`src/rtl/sar_adc_pkg.sv`:
```
package sar_adc_pkg;

  typedef enum logic [1:0] {
    ST_IDLE   = 2'd0,
    ST_SAMPLE = 2'd1,
    ST_CONV   = 2'd2,
    ST_DONE   = 2'd3
  } seq_state_e;

endpackage

```
`src/rtl/sar_rst_sync.sv`:
```
module sar_rst_sync #(
  parameter int STAGES = 2
) (
  input  logic clk,
  input  logic rst_n,
  output logic rst_sync_n
);

  logic [STAGES-1:0] sync_q;

  always_ff @(posedge clk or negedge rst_n) begin
    if (!rst_n) begin
      sync_q <= '0;
    end else begin
      sync_q <= {sync_q[STAGES-2:0], 1'b1};
    end
  end

  assign rst_sync_n = sync_q[STAGES-1];

endmodule

```
`src/rtl/sar_seq.sv`:
```
module sar_seq
  import sar_adc_pkg::*;
#(
  parameter int RES_W  = 10,
  parameter int NUM_CH = 12,
  parameter int CH_W   = 4
) (
  input  logic             clk,
  input  logic             rst_n,
  input  logic             start_i,
  input  logic [CH_W-1:0]  chan_i,
  input  logic             cmp_below_i,
  output logic [RES_W-1:0] dac_code_o,
  output logic             sample_o,
  output logic             busy_o,
  output logic             done_o,
  output logic [RES_W-1:0] code_o,
  output logic [CH_W-1:0]  chan_o
);

  localparam int STEP_W = (RES_W > 1) ? $clog2(RES_W) : 1;
  localparam logic [STEP_W-1:0] TOP_STEP = STEP_W'(RES_W - 1);

  seq_state_e        state_q, state_d;
  logic [STEP_W-1:0] step_q, step_d;
  logic [RES_W-1:0]  sar_q, sar_d;
  logic [CH_W-1:0]   chan_q, chan_d;
  logic [RES_W-1:0]  bit_mask;
  logic [RES_W-1:0]  trial;
  logic              chan_ok;

  assign chan_ok  = (32'(chan_i) < NUM_CH);
  assign bit_mask = RES_W'(1) << step_q;
  assign trial    = sar_q | bit_mask;

  // next-state process
  always_comb begin
    state_d = state_q;
    step_d  = step_q;
    sar_d   = sar_q;
    chan_d  = chan_q;
    unique case (state_q)
      ST_IDLE: begin
        if (start_i && chan_ok) begin
          state_d = ST_SAMPLE;
          chan_d  = chan_i;
          sar_d   = '0;
        end
      end
      ST_SAMPLE: begin
        state_d = ST_CONV;
        step_d  = TOP_STEP;
      end
      ST_CONV: begin
        sar_d = cmp_below_i ? sar_q : trial;
        if (step_q == '0) begin
          state_d = ST_DONE;
        end else begin
          step_d = step_q - 1'b1;
        end
      end
      ST_DONE: begin
        state_d = ST_IDLE;
      end
      default: state_d = ST_IDLE;
    endcase
  end

  // register process
  always_ff @(posedge clk or negedge rst_n) begin
    if (!rst_n) begin
      state_q <= ST_IDLE;
      step_q  <= '0;
      sar_q   <= '0;
      chan_q  <= '0;
    end else begin
      state_q <= state_d;
      step_q  <= step_d;
      sar_q   <= sar_d;
      chan_q  <= chan_d;
    end
  end

  assign dac_code_o = (state_q == ST_CONV) ? trial : '0;
  assign sample_o   = (state_q == ST_SAMPLE);
  assign busy_o     = (state_q != ST_IDLE);
  assign done_o     = (state_q == ST_DONE);
  assign code_o     = sar_q;
  assign chan_o     = chan_q;

  AST_START_TAKEN: assert property (@(posedge clk) disable iff (!rst_n)
    (state_q == ST_IDLE && start_i && chan_ok) |=> sample_o);

  AST_BUSY_START_IGNORED: assert property (@(posedge clk) disable iff (!rst_n)
    (busy_o && start_i) |=> $stable(chan_q));

  AST_MSB_FIRST: assert property (@(posedge clk) disable iff (!rst_n)
    sample_o |=> (dac_code_o == bit_mask && step_q == TOP_STEP));

  AST_STEP_DOWN: assert property (@(posedge clk) disable iff (!rst_n)
    (state_q == ST_CONV && step_q != '0) |=> (step_q == $past(step_q) - 1'b1));

endmodule

```
`src/rtl/sar_result_bank.sv`:
```
module sar_result_bank #(
  parameter int NUM_CH = 12,
  parameter int RES_W  = 10,
  parameter int REG_W  = 16,
  parameter int CH_W   = 4
) (
  input  logic             clk,
  input  logic             rst_n,
  input  logic             wr_en_i,
  input  logic [CH_W-1:0]  wr_chan_i,
  input  logic [RES_W-1:0] wr_code_i,
  input  logic [CH_W-1:0]  rd_chan_i,
  output logic [REG_W-1:0] rd_data_o
);

  localparam int PAD_W = REG_W - RES_W;

  logic [RES_W-1:0] slot_q [NUM_CH];
  logic             rd_ok;

  for (genvar g = 0; g < NUM_CH; g++) begin : g_slot
    logic slot_en;
    assign slot_en = wr_en_i && (32'(wr_chan_i) == g);
    always_ff @(posedge clk or negedge rst_n) begin
      if (!rst_n) begin
        slot_q[g] <= '0;
      end else if (slot_en) begin
        slot_q[g] <= wr_code_i;
      end
    end
  end

  assign rd_ok = (32'(rd_chan_i) < NUM_CH);

  always_comb begin
    rd_data_o = '0;
    for (int i = 0; i < NUM_CH; i++) begin
      if (rd_ok && 32'(rd_chan_i) == i) begin
        rd_data_o = {slot_q[i], {PAD_W{1'b0}}};
      end
    end
  end

  AST_WR_CHAN_VALID: assert property (@(posedge clk) disable iff (!rst_n)
    wr_en_i |-> (32'(wr_chan_i) < NUM_CH));

endmodule

```
`src/rtl/sar_fail_cmp.sv`:
```
module sar_fail_cmp #(
  parameter int RES_W = 10,
  parameter int THR_W = 8
) (
  input  logic             clk,
  input  logic             rst_n,
  input  logic             done_i,
  input  logic [RES_W-1:0] code_i,
  input  logic             pf_en_i,
  input  logic             pf_ge_i,
  input  logic [THR_W-1:0] thresh_i,
  output logic             irq_o
);

  logic [THR_W-1:0] upper;
  logic             hit;
  logic             irq_d, irq_q;

  assign upper = code_i[RES_W-1 -: THR_W];
  assign hit   = pf_ge_i ? (upper >= thresh_i) : (upper < thresh_i);

  always_comb begin
    irq_d = 1'b0;
    if (done_i) begin
      irq_d = !pf_en_i || hit;
    end
  end

  always_ff @(posedge clk or negedge rst_n) begin
    if (!rst_n) begin
      irq_q <= 1'b0;
    end else begin
      irq_q <= irq_d;
    end
  end

  assign irq_o = irq_q;

  AST_IRQ_PULSE: assert property (@(posedge clk) disable iff (!rst_n)
    irq_o |=> !irq_o);

  AST_IRQ_AFTER_DONE: assert property (@(posedge clk) disable iff (!rst_n)
    irq_o |-> $past(done_i));

  AST_PF_GE_GATE: assert property (@(posedge clk) disable iff (!rst_n)
    (done_i && pf_en_i && pf_ge_i && upper < thresh_i) |=> !irq_o);

  AST_PF_LT_GATE: assert property (@(posedge clk) disable iff (!rst_n)
    (done_i && pf_en_i && !pf_ge_i && upper >= thresh_i) |=> !irq_o);

endmodule

```
`src/rtl/sar_adc_ctl.sv`:
```
module sar_adc_ctl #(
  parameter int RES_W  = 10,
  parameter int NUM_CH = 12,
  parameter int REG_W  = 16,
  parameter int THR_W  = 8,
  parameter int CH_W   = 4
) (
  input  logic             clk,
  input  logic             rst_n,
  input  logic             start_i,
  input  logic [CH_W-1:0]  chan_i,
  input  logic             cmp_below_i,
  input  logic             pf_en_i,
  input  logic             pf_ge_i,
  input  logic [THR_W-1:0] thresh_i,
  input  logic [CH_W-1:0]  rd_chan_i,
  output logic [RES_W-1:0] dac_code_o,
  output logic             sample_o,
  output logic             busy_o,
  output logic             irq_o,
  output logic [REG_W-1:0] rd_data_o
);

  logic             rst_sync_n;
  logic             done;
  logic [RES_W-1:0] code;
  logic [CH_W-1:0]  conv_chan;

  sar_rst_sync #(.STAGES(2)) u_rst (
    .clk        (clk),
    .rst_n      (rst_n),
    .rst_sync_n (rst_sync_n)
  );

  sar_seq #(.RES_W(RES_W), .NUM_CH(NUM_CH), .CH_W(CH_W)) u_seq (
    .clk         (clk),
    .rst_n       (rst_sync_n),
    .start_i     (start_i),
    .chan_i      (chan_i),
    .cmp_below_i (cmp_below_i),
    .dac_code_o  (dac_code_o),
    .sample_o    (sample_o),
    .busy_o      (busy_o),
    .done_o      (done),
    .code_o      (code),
    .chan_o      (conv_chan)
  );

  sar_result_bank #(.NUM_CH(NUM_CH), .RES_W(RES_W), .REG_W(REG_W), .CH_W(CH_W)) u_bank (
    .clk       (clk),
    .rst_n     (rst_sync_n),
    .wr_en_i   (done),
    .wr_chan_i (conv_chan),
    .wr_code_i (code),
    .rd_chan_i (rd_chan_i),
    .rd_data_o (rd_data_o)
  );

  sar_fail_cmp #(.RES_W(RES_W), .THR_W(THR_W)) u_cmp (
    .clk      (clk),
    .rst_n    (rst_sync_n),
    .done_i   (done),
    .code_i   (code),
    .pf_en_i  (pf_en_i),
    .pf_ge_i  (pf_ge_i),
    .thresh_i (thresh_i),
    .irq_o    (irq_o)
  );

  AST_IRQ_NOT_BUSY: assert property (@(posedge clk) disable iff (!rst_sync_n)
    irq_o |-> !busy_o);

  AST_WRITE_ENDS_BUSY: assert property (@(posedge clk) disable iff (!rst_sync_n)
    done |=> !busy_o);

  AST_RESET_QUIET: assert property (@(posedge clk)
    !rst_sync_n |-> (!busy_o && !irq_o && !sample_o && dac_code_o == '0));

endmodule

```
`config.mk`:
```
export PLATFORM = sky130hd
export DESIGN_NAME = sar_adc_ctl
export DESIGN_NICKNAME = d
export VERILOG_FILES = /design/src/rtl/sar_adc_pkg.sv /design/src/rtl/sar_rst_sync.sv /design/src/rtl/sar_seq.sv /design/src/rtl/sar_result_bank.sv /design/src/rtl/sar_fail_cmp.sv /design/src/rtl/sar_adc_ctl.sv
export SDC_FILE = /design/constraint.sdc
export NUM_CORES = 1
export LEC_CHECK = 0
export BUFFER_PORTS_ARGS = -buffer_cell sky130_fd_sc_hd__buf_2
export CAP_MARGIN = 40
export CORE_MARGIN = 1.5
export CORE_UTILIZATION = 35
export DETAILED_ROUTE_END_ITERATION = 12
export PLACE_DENSITY = 0.62
export SKIP_LAST_GASP = 1
export SLEW_MARGIN = 20
export SYNTH_ARGS = -nofsm -noshare
export SYNTH_HDL_FRONTEND = slang
export SYNTH_HIERARCHICAL = 1
export SYNTH_SLANG_ARGS = --single-unit
export TNS_END_PERCENT = 30
```
`constraint.sdc`:
```
create_clock -name clk -period 12.65 [get_ports clk]
set_input_delay 0.6325 -clock clk [delete_from_list [all_inputs] [get_ports clk]]
set_output_delay 0.6325 -clock clk [all_outputs]
set_load 0.01 [all_outputs]
```
==> qor.yml, run 1 <==
run_status:
  status: "complete, no violations"
final_layout:
  drive_gt1_share_pct: 31.2
  layout.nets: 730
  diodes: 0
  syn_to_final_growth_pct: 13.8
  final_cells: 977
  design_area_mm2: 0.00858
timing:
  fmax_mhz: 299
  setup_tns_ns: 0
  worst_pin_slew_ns: 0.850
  maxSlewHeadroom_pct: 43.3
  setup_viol: 0
  min_period_ns: 3.34
  fin_ws_ns: 9.31
  period_share_pct: 26.4
  finalMaxSlewViolations: 0
  skew_ns: 0.0109
  hold_viol: 0
  rsz0062_at_grt: "no"
logic_synthesis:
  async_reset_ff_share_pct: 100
  ys_types: 67
  avgSynthCellArea_um2: 11.5
  synth_cells: 655
  ys_seq_elements: 143
  synth-warning-count: 6
  synth_edf_count: 0
  seq_area_frac_synth_pct: 47.5
  synth.most_common_cell: "dfrtp_1"
  yosys.area.top_type: "dfrtp_1"
  syn-cell-area_mm2: 0.00754
  synth_commonest_cells: "dfrtp_1 (143), mux2_2 (114), o21ai_0 (37)"
  synth_top_area_share_pct: 47.5
  synth-main-ff-cell: "dfrtp_1"
  synthTopCellsByArea: "dfrtp_1 (47%), mux2_2 (17%), ha_1 (3.0%), mux2i_1 (2.8%), o21ai_0 (2.5%)"
floorplan:
  die_x_um: 150
  start_util_pct: 35.7
  die_y_um: 150
  num_rows: 53
  die-area_mm2: 0.0224
  io_pins: 51
  fp.coreArea_mm2: 0.0211
placement:
  placed_cells: 940
  dp_slack_ns: 9.15
  io_buffers: 44
  placed_area_mm2: 0.00793
  dp_hpwl_um: 12400
  globalplace.congestion: 0.815
clocking:
  root_buffer: "clkbuf_16"
  clock_latency_ns: 0.42
  post_cts_resized: 0
  htree_levels: 4
  clk_pin_slew_ns: 0.06
  cts_made_buffers: 17
  clock-sinks: 143
  cts_tree: "done"
  clock_path_buffers: 2
min_path:
  hold_class: "register to asynchronous set/reset pin"
setup_path:
  path_cells: "buf_2 > nor2b_1 > buf_4 > nand2b_1 > a21o_1 > o21ai_0 > a222oi_1 > buf_2"
  path_delay_family: "buffers and inverters"
  critPathSlowestCell: "a222oi_1"
  cpMostUsedCell: "buf_2"
  crit_path_max_incr_delay_ns: 0.56
  worst-setup-path-type: "primary input to primary output"
  arrival_ns: 2.71
  cp-start-kind: "primary input"
  cp-end-kind: "primary output"
  required_ns: 12.02
  path_buf_inv: 3
  worstPathMaxFanout: 25
power:
  p_per_area_mw_per_mm2: 197
  peakVddDrop_mv: 0.0782
  p_leak_nw: 4.07
job:
  drv_cap: 0
route:
  ant_nets: 0
  routed_wl_um: 18700
  drtPass1Iterations: 5
  drtIter0Drc: 338
  num_vias: 5189
  drt-vias-per-instance: 5.31
  wl_per_cell_um: 19.1
  drc_errors: 0
global_route:
  antenna_found_initial: 0
  grt_usage_pct: 17.9
  grt_start_max_net_pins: 62
  grt_pass1_wl_um: 30200
  overflow: 0
  grt_pass1_vias: 5236
-- sequential cells by signal, summed over array words and instances (netlist names) --
signal / cells
u_bank/slot_q: 120
u_cmp/irq_o: 1
u_rst/sync_q: 2
u_seq/chan_o: 4
u_seq/code_o: 10
u_seq/state_q: 2
u_seq/step_q: 4
-- worst paths after layout --
path	depth (start not counted)	start	to	slack [ns]
max	8	rd_chan_i[2]	rd_data_o[13]	9.31
min	0	u_rst/sync_q[1]$_DFF_PN0_	u_bank/slot_q[13]$_DFFE_PN0P_	0.26
max reg2reg	4	u_seq/state_q[0]$_DFFE_PN0P_	u_bank/slot_q[62]$_DFFE_PN0P_	10.30
min reg2reg	0	u_rst/sync_q[1]$_DFF_PN0_	u_bank/slot_q[13]$_DFFE_PN0P_	0.26
max in group asynchronous	3	u_rst/sync_q[1]$_DFF_PN0_	u_bank/slot_q[25]$_DFFE_PN0P_	11.10
min in group clk	0	u_rst/sync_q[0]$_DFF_PN0_	u_rst/sync_q[1]$_DFF_PN0_	0.35
-- power breakdown --
group          total (W)  internal [W]  switching, W
clock           0.000483      0.000295      0.000189
combinational   0.000464      0.000241      0.000222
sequential      0.000745      0.000611      0.000134
total            0.00169       0.00115      0.000545
-- stage by stage --
stage	utilization [%]	total power [W]	hold WS (ns)
4_1_cts	40.4	0.00170	0.356
3_3_place_gp	37.3	0.00120	0.337
5_1_grt	40.7	0.00180	0.307
2_1_floorplan	-	0.00108	0.331
3_5_place_dp	37.6	0.00121	0.343
6_report	40.7	0.00169	0.258
-- timing repair --
action,CTS,global route
hold buffers,1,0
endpoints found under the setup margin,0,0
hold endpoints to repair,2,0
setup buffers,0,0
-- cell usage in the layout (no fill, tap or decap), types with 4 or more instances in the layout --
cell type and n:
nor2b_1 21, nor2_1 26, o21ai_0 37, clkbuf_1 4, nand3_1 5, buf_2 44, buf_4 7, a222oi_1 4
dfrtp_1 142, nor3_1 6, a31oi_1 4, mux2_2 114, mux2i_1 21, mux2_1 7, clkbuf_16 17, clkinv_4 4
nand2b_1 12, conb_1 7, a21oi_1 34, o22ai_1 6, a21o_1 5, nor2_2 4, inv_1 28, o2bb2ai_1 9
o211ai_1 9, nand2_1 32, and3b_1 4, ha_1 18
-- cells by family after synthesis --
| family | Yosys count | share of synthesized area [%] |
|---|---|---|
| muxes | 145 | 21.8 |
| AOI/OAI and AO/OA | 144 | 13.2 |
| DFF | 143 | 47.5 |
| and+or+nand+nor | 128 | 9.21 |
| buffers and inverters | 75 | 5.25 |
| adders and majority gates | 18 | 2.99 |
| other | 2 | 0.0996 |
-- layout make-up --
type	instances	area [um^2]
Tap cell	275	344
Fill cell	2032	12500
Inverter	28	105
Sequential cell	143	3580
Multi-Input combinational cell	442	3580
Clock buffer	22	454
Clock inverter	9	113
Timing Repair Buffer	58	395
-- per-layer routing --
metal	wire, um	track usage [%]
met5	0	0
met4	325	6.08
met3	682	3.29
met2	8650	27.5
met1	9000	25.2
Power figures use the tool's default switching activity.
==> inputs of run 2 (changes only) <==
==> constraint.sdc (replaced) <==
create_clock -name clk -period 3.2 [get_ports clk]
set_input_delay 0.16 -clock clk [delete_from_list [all_inputs] [get_ports clk]]
set_output_delay 0.16 -clock clk [all_outputs]
set_load 0.01 [all_outputs]
==> run 2 against run 1 <==
Cell count increased by 0.20%. Critical path type unchanged. Setup slack worse by 8.4 ns. Utilization about the same. Clock skew is 0.0025 ns lower. Flip-flop and latch count is the same. Critical endpoint is now rd_data_o[9]. Register-to-register slack got worse by 9.3 ns. Clock power rose to 4.0 times the previous value. Non-clock buffer count increased by 3. Global-route usage decreased by 0.57 points. Via count up 0.58%.
==> qor.yml, run 2 (same netlist as run 1, synthesis figures left out) <==
setup_path:
  arrival_ns: 2.09  # -0.62 ns
  worstPathMaxFanout: 27  # +8.0%
  worst-setup-path-type: "primary input to primary output"
  cp-start-kind: "primary input"
  cp-end-kind: "primary output"
  required_ns: 3.04  # -8.98 ns
floorplan:
  die_x_um: 150  # unchanged
  num_rows: 53  # unchanged
  die_y_um: 150  # unchanged
  start_util_pct: 35.7  # unchanged
  io_pins: 51  # unchanged
  die-area_mm2: 0.0224  # unchanged
  fp.coreArea_mm2: 0.0211  # unchanged
final_layout:
  final_common_cell: "dfrtp_1"
  largest_reg_flops: 120  # unchanged
  fill_cells: 2032  # unchanged
  layout.nets: 733  # +0.41%
  regMostFlops: "u_bank/slot_q"
  diodes: 0  # unchanged
  syn_to_final_growth_pct: 13.7  # about the same
  most-common-layout-cells: "dfrtp_1 (142), mux2_2 (114), buf_2 (44)"
  drive_gt1_share_pct: 31.5  # +0.34 points
  design_area_mm2: 0.00857  # about the same
clocking:
  clk_pin_slew_ns: 0.06  # about the same
  cts_tree: "done"
  cts_made_buffers: 17  # unchanged
  clock_path_buffers: 2  # unchanged
  htree_levels: 4  # unchanged
  clock-sinks: 143  # unchanged
  root_buffer: "clkbuf_16"
  cts_setup_buffers: 0  # unchanged
  clock_latency_ns: 0.43  # about the same
route:
  drc_errors: 0  # unchanged
  routed_wl_um: 18200  # -2.2%
  drtIter0Drc: 397  # +17%
  drtPass1Iterations: 5  # unchanged
  num_vias: 5219  # +0.58%
  wl_per_cell_um: 18.6  # -2.4%
  ant_nets: 0  # unchanged
  drt-vias-per-instance: 5.33  # +0.37%
placement:
  dp_hpwl_um: 12300  # -0.53%
  placed_area_mm2: 0.00794  # +0.13%
  io_buffers: 44  # unchanged
  globalplace.congestion: 0.784  # -3.7%
  dp_slack_ns: 0.814  # -8.34 ns
global_route:
  grt_pass1_vias: 5240  # +0.076%
  overflow: 0  # unchanged
  grt_pass1_wl_um: 29400  # -2.7%
  grt_usage_pct: 17.3  # -0.57 points
  grt_start_max_net_pins: 57  # -8.1%
  antenna_found_initial: 0  # unchanged
run_status:
  status: "complete, no violations"
timing:
  maxSlewHeadroom_pct: 45.0  # +1.7 points
  rsz0062_at_grt: "no"
  fmax_mhz: 445
  hold_ws_ns: 0.0545  # -0.203 ns
  fin_ws_ns: 0.953  # -8.36 ns
  setup_viol: 0  # unchanged
  hold_viol: 0  # unchanged
  skew_ns: 0.00844  # -0.00250 ns
  worst_pin_slew_ns: 0.824  # -0.0259 ns
  setup_tns_ns: 0  # unchanged
  finalMaxSlewViolations: 0  # unchanged
  period_share_pct: 70.2
  min_period_ns: 2.25
power:
  p_per_area_mw_per_mm2: 781  # +300%
  p_leak_nw: 4.07  # +0.11%
  peakVddDrop_mv: 0.321  # +310%
min_path:
  hold_class: "primary input to asynchronous set/reset pin"
job:
  drv_cap: 0  # unchanged
[run 2: worst max-delay path: stages]
cell,delay [ns]
buf_2,0.40
buf_4,0.38
mux2i_1,0.12
a21oi_1,0.17
o211ai_1,0.15
a222oi_1,0.47
buf_2,0.22
[run 2: repair_timing]
| item | in CTS | in global routing |
|---|---|---|
| endpoints found under the hold margin | 5 | 0 |
| gates resized for setup | 0 | 0 |
| endpoints found under the setup margin | 0 | 0 |
| hold buffers | 4 | 0 |
[run 2: path summary, 6_finish.rpt]
check	slack [ns]	cells past startpoint	startpoint	end
max	0.95	7	rd_chan_i[0]	rd_data_o[9]
min	0.05	2	rst_n	u_rst/sync_q[1]$_DFF_PN0_
max reg2reg	0.97	4	u_seq/state_q[0]$_DFFE_PN0P_	u_bank/slot_q[41]$_DFFE_PN0P_
min reg2reg	0.35	0	u_rst/sync_q[1]$_DFF_PN0_	u_bank/slot_q[3]$_DFFE_PN0P_
max in group asynchronous	1.91	1	u_rst/sync_q[1]$_DFF_PN0_	u_bank/slot_q[35]$_DFFE_PN0P_
min in group clk	0.05	3	pf_ge_i	u_cmp/irq_o$_DFF_PN0_
[run 2: per-stage QoR]
stage | cells | power [W] | utilization, %
after floorplan | 660 | 0.00426 | -
after global placement | 943 | 0.00473 | 37.6
after detailed placement | 944 | 0.00478 | 37.7
after CTS | 978 | 0.00676 | 40.6
after global routing | 979 | 0.00711 | 40.6
final | 979 | 0.00669 | 40.6
[run 2: power by group]
part | leakage (nW) | total [W] | switching [W] | internal, W
Clock | 0.284 | 0.00193 | 0.000738 | 0.00120
Sequential | 1.93 | 0.00295 | 0.000537 | 0.00241
Combinational | 1.86 | 0.00181 | 0.000859 | 0.000949
Total | 4.07 | 0.00669 | 0.00213 | 0.00456
[run 2: final cells by class]
type	instances	area, um^2	area share, %
Sequential cell	143	3580	41.8
Multi-Input combinational cell	442	3580	41.8
Clock buffer	20	467	5.45
Timing Repair Buffer	61	378	4.41
Tap cell	275	344	4.01
Clock inverter	10	113	1.31
Inverter	28	105	1.23
[run 2: metal layers]
layer / global-route usage, % / vias up / routed length [um] / share of wire, %
met1: 24.3 / 2670 / 8750 / 48
met2: 27.1 / 106 / 8600 / 47
met3: 3.26 / 16 / 681 / 3.7
li1: - / 2427 / - / -
met4: 5.00 / 0 / 221 / 1.2
met5: 0 / - / 0 / 0
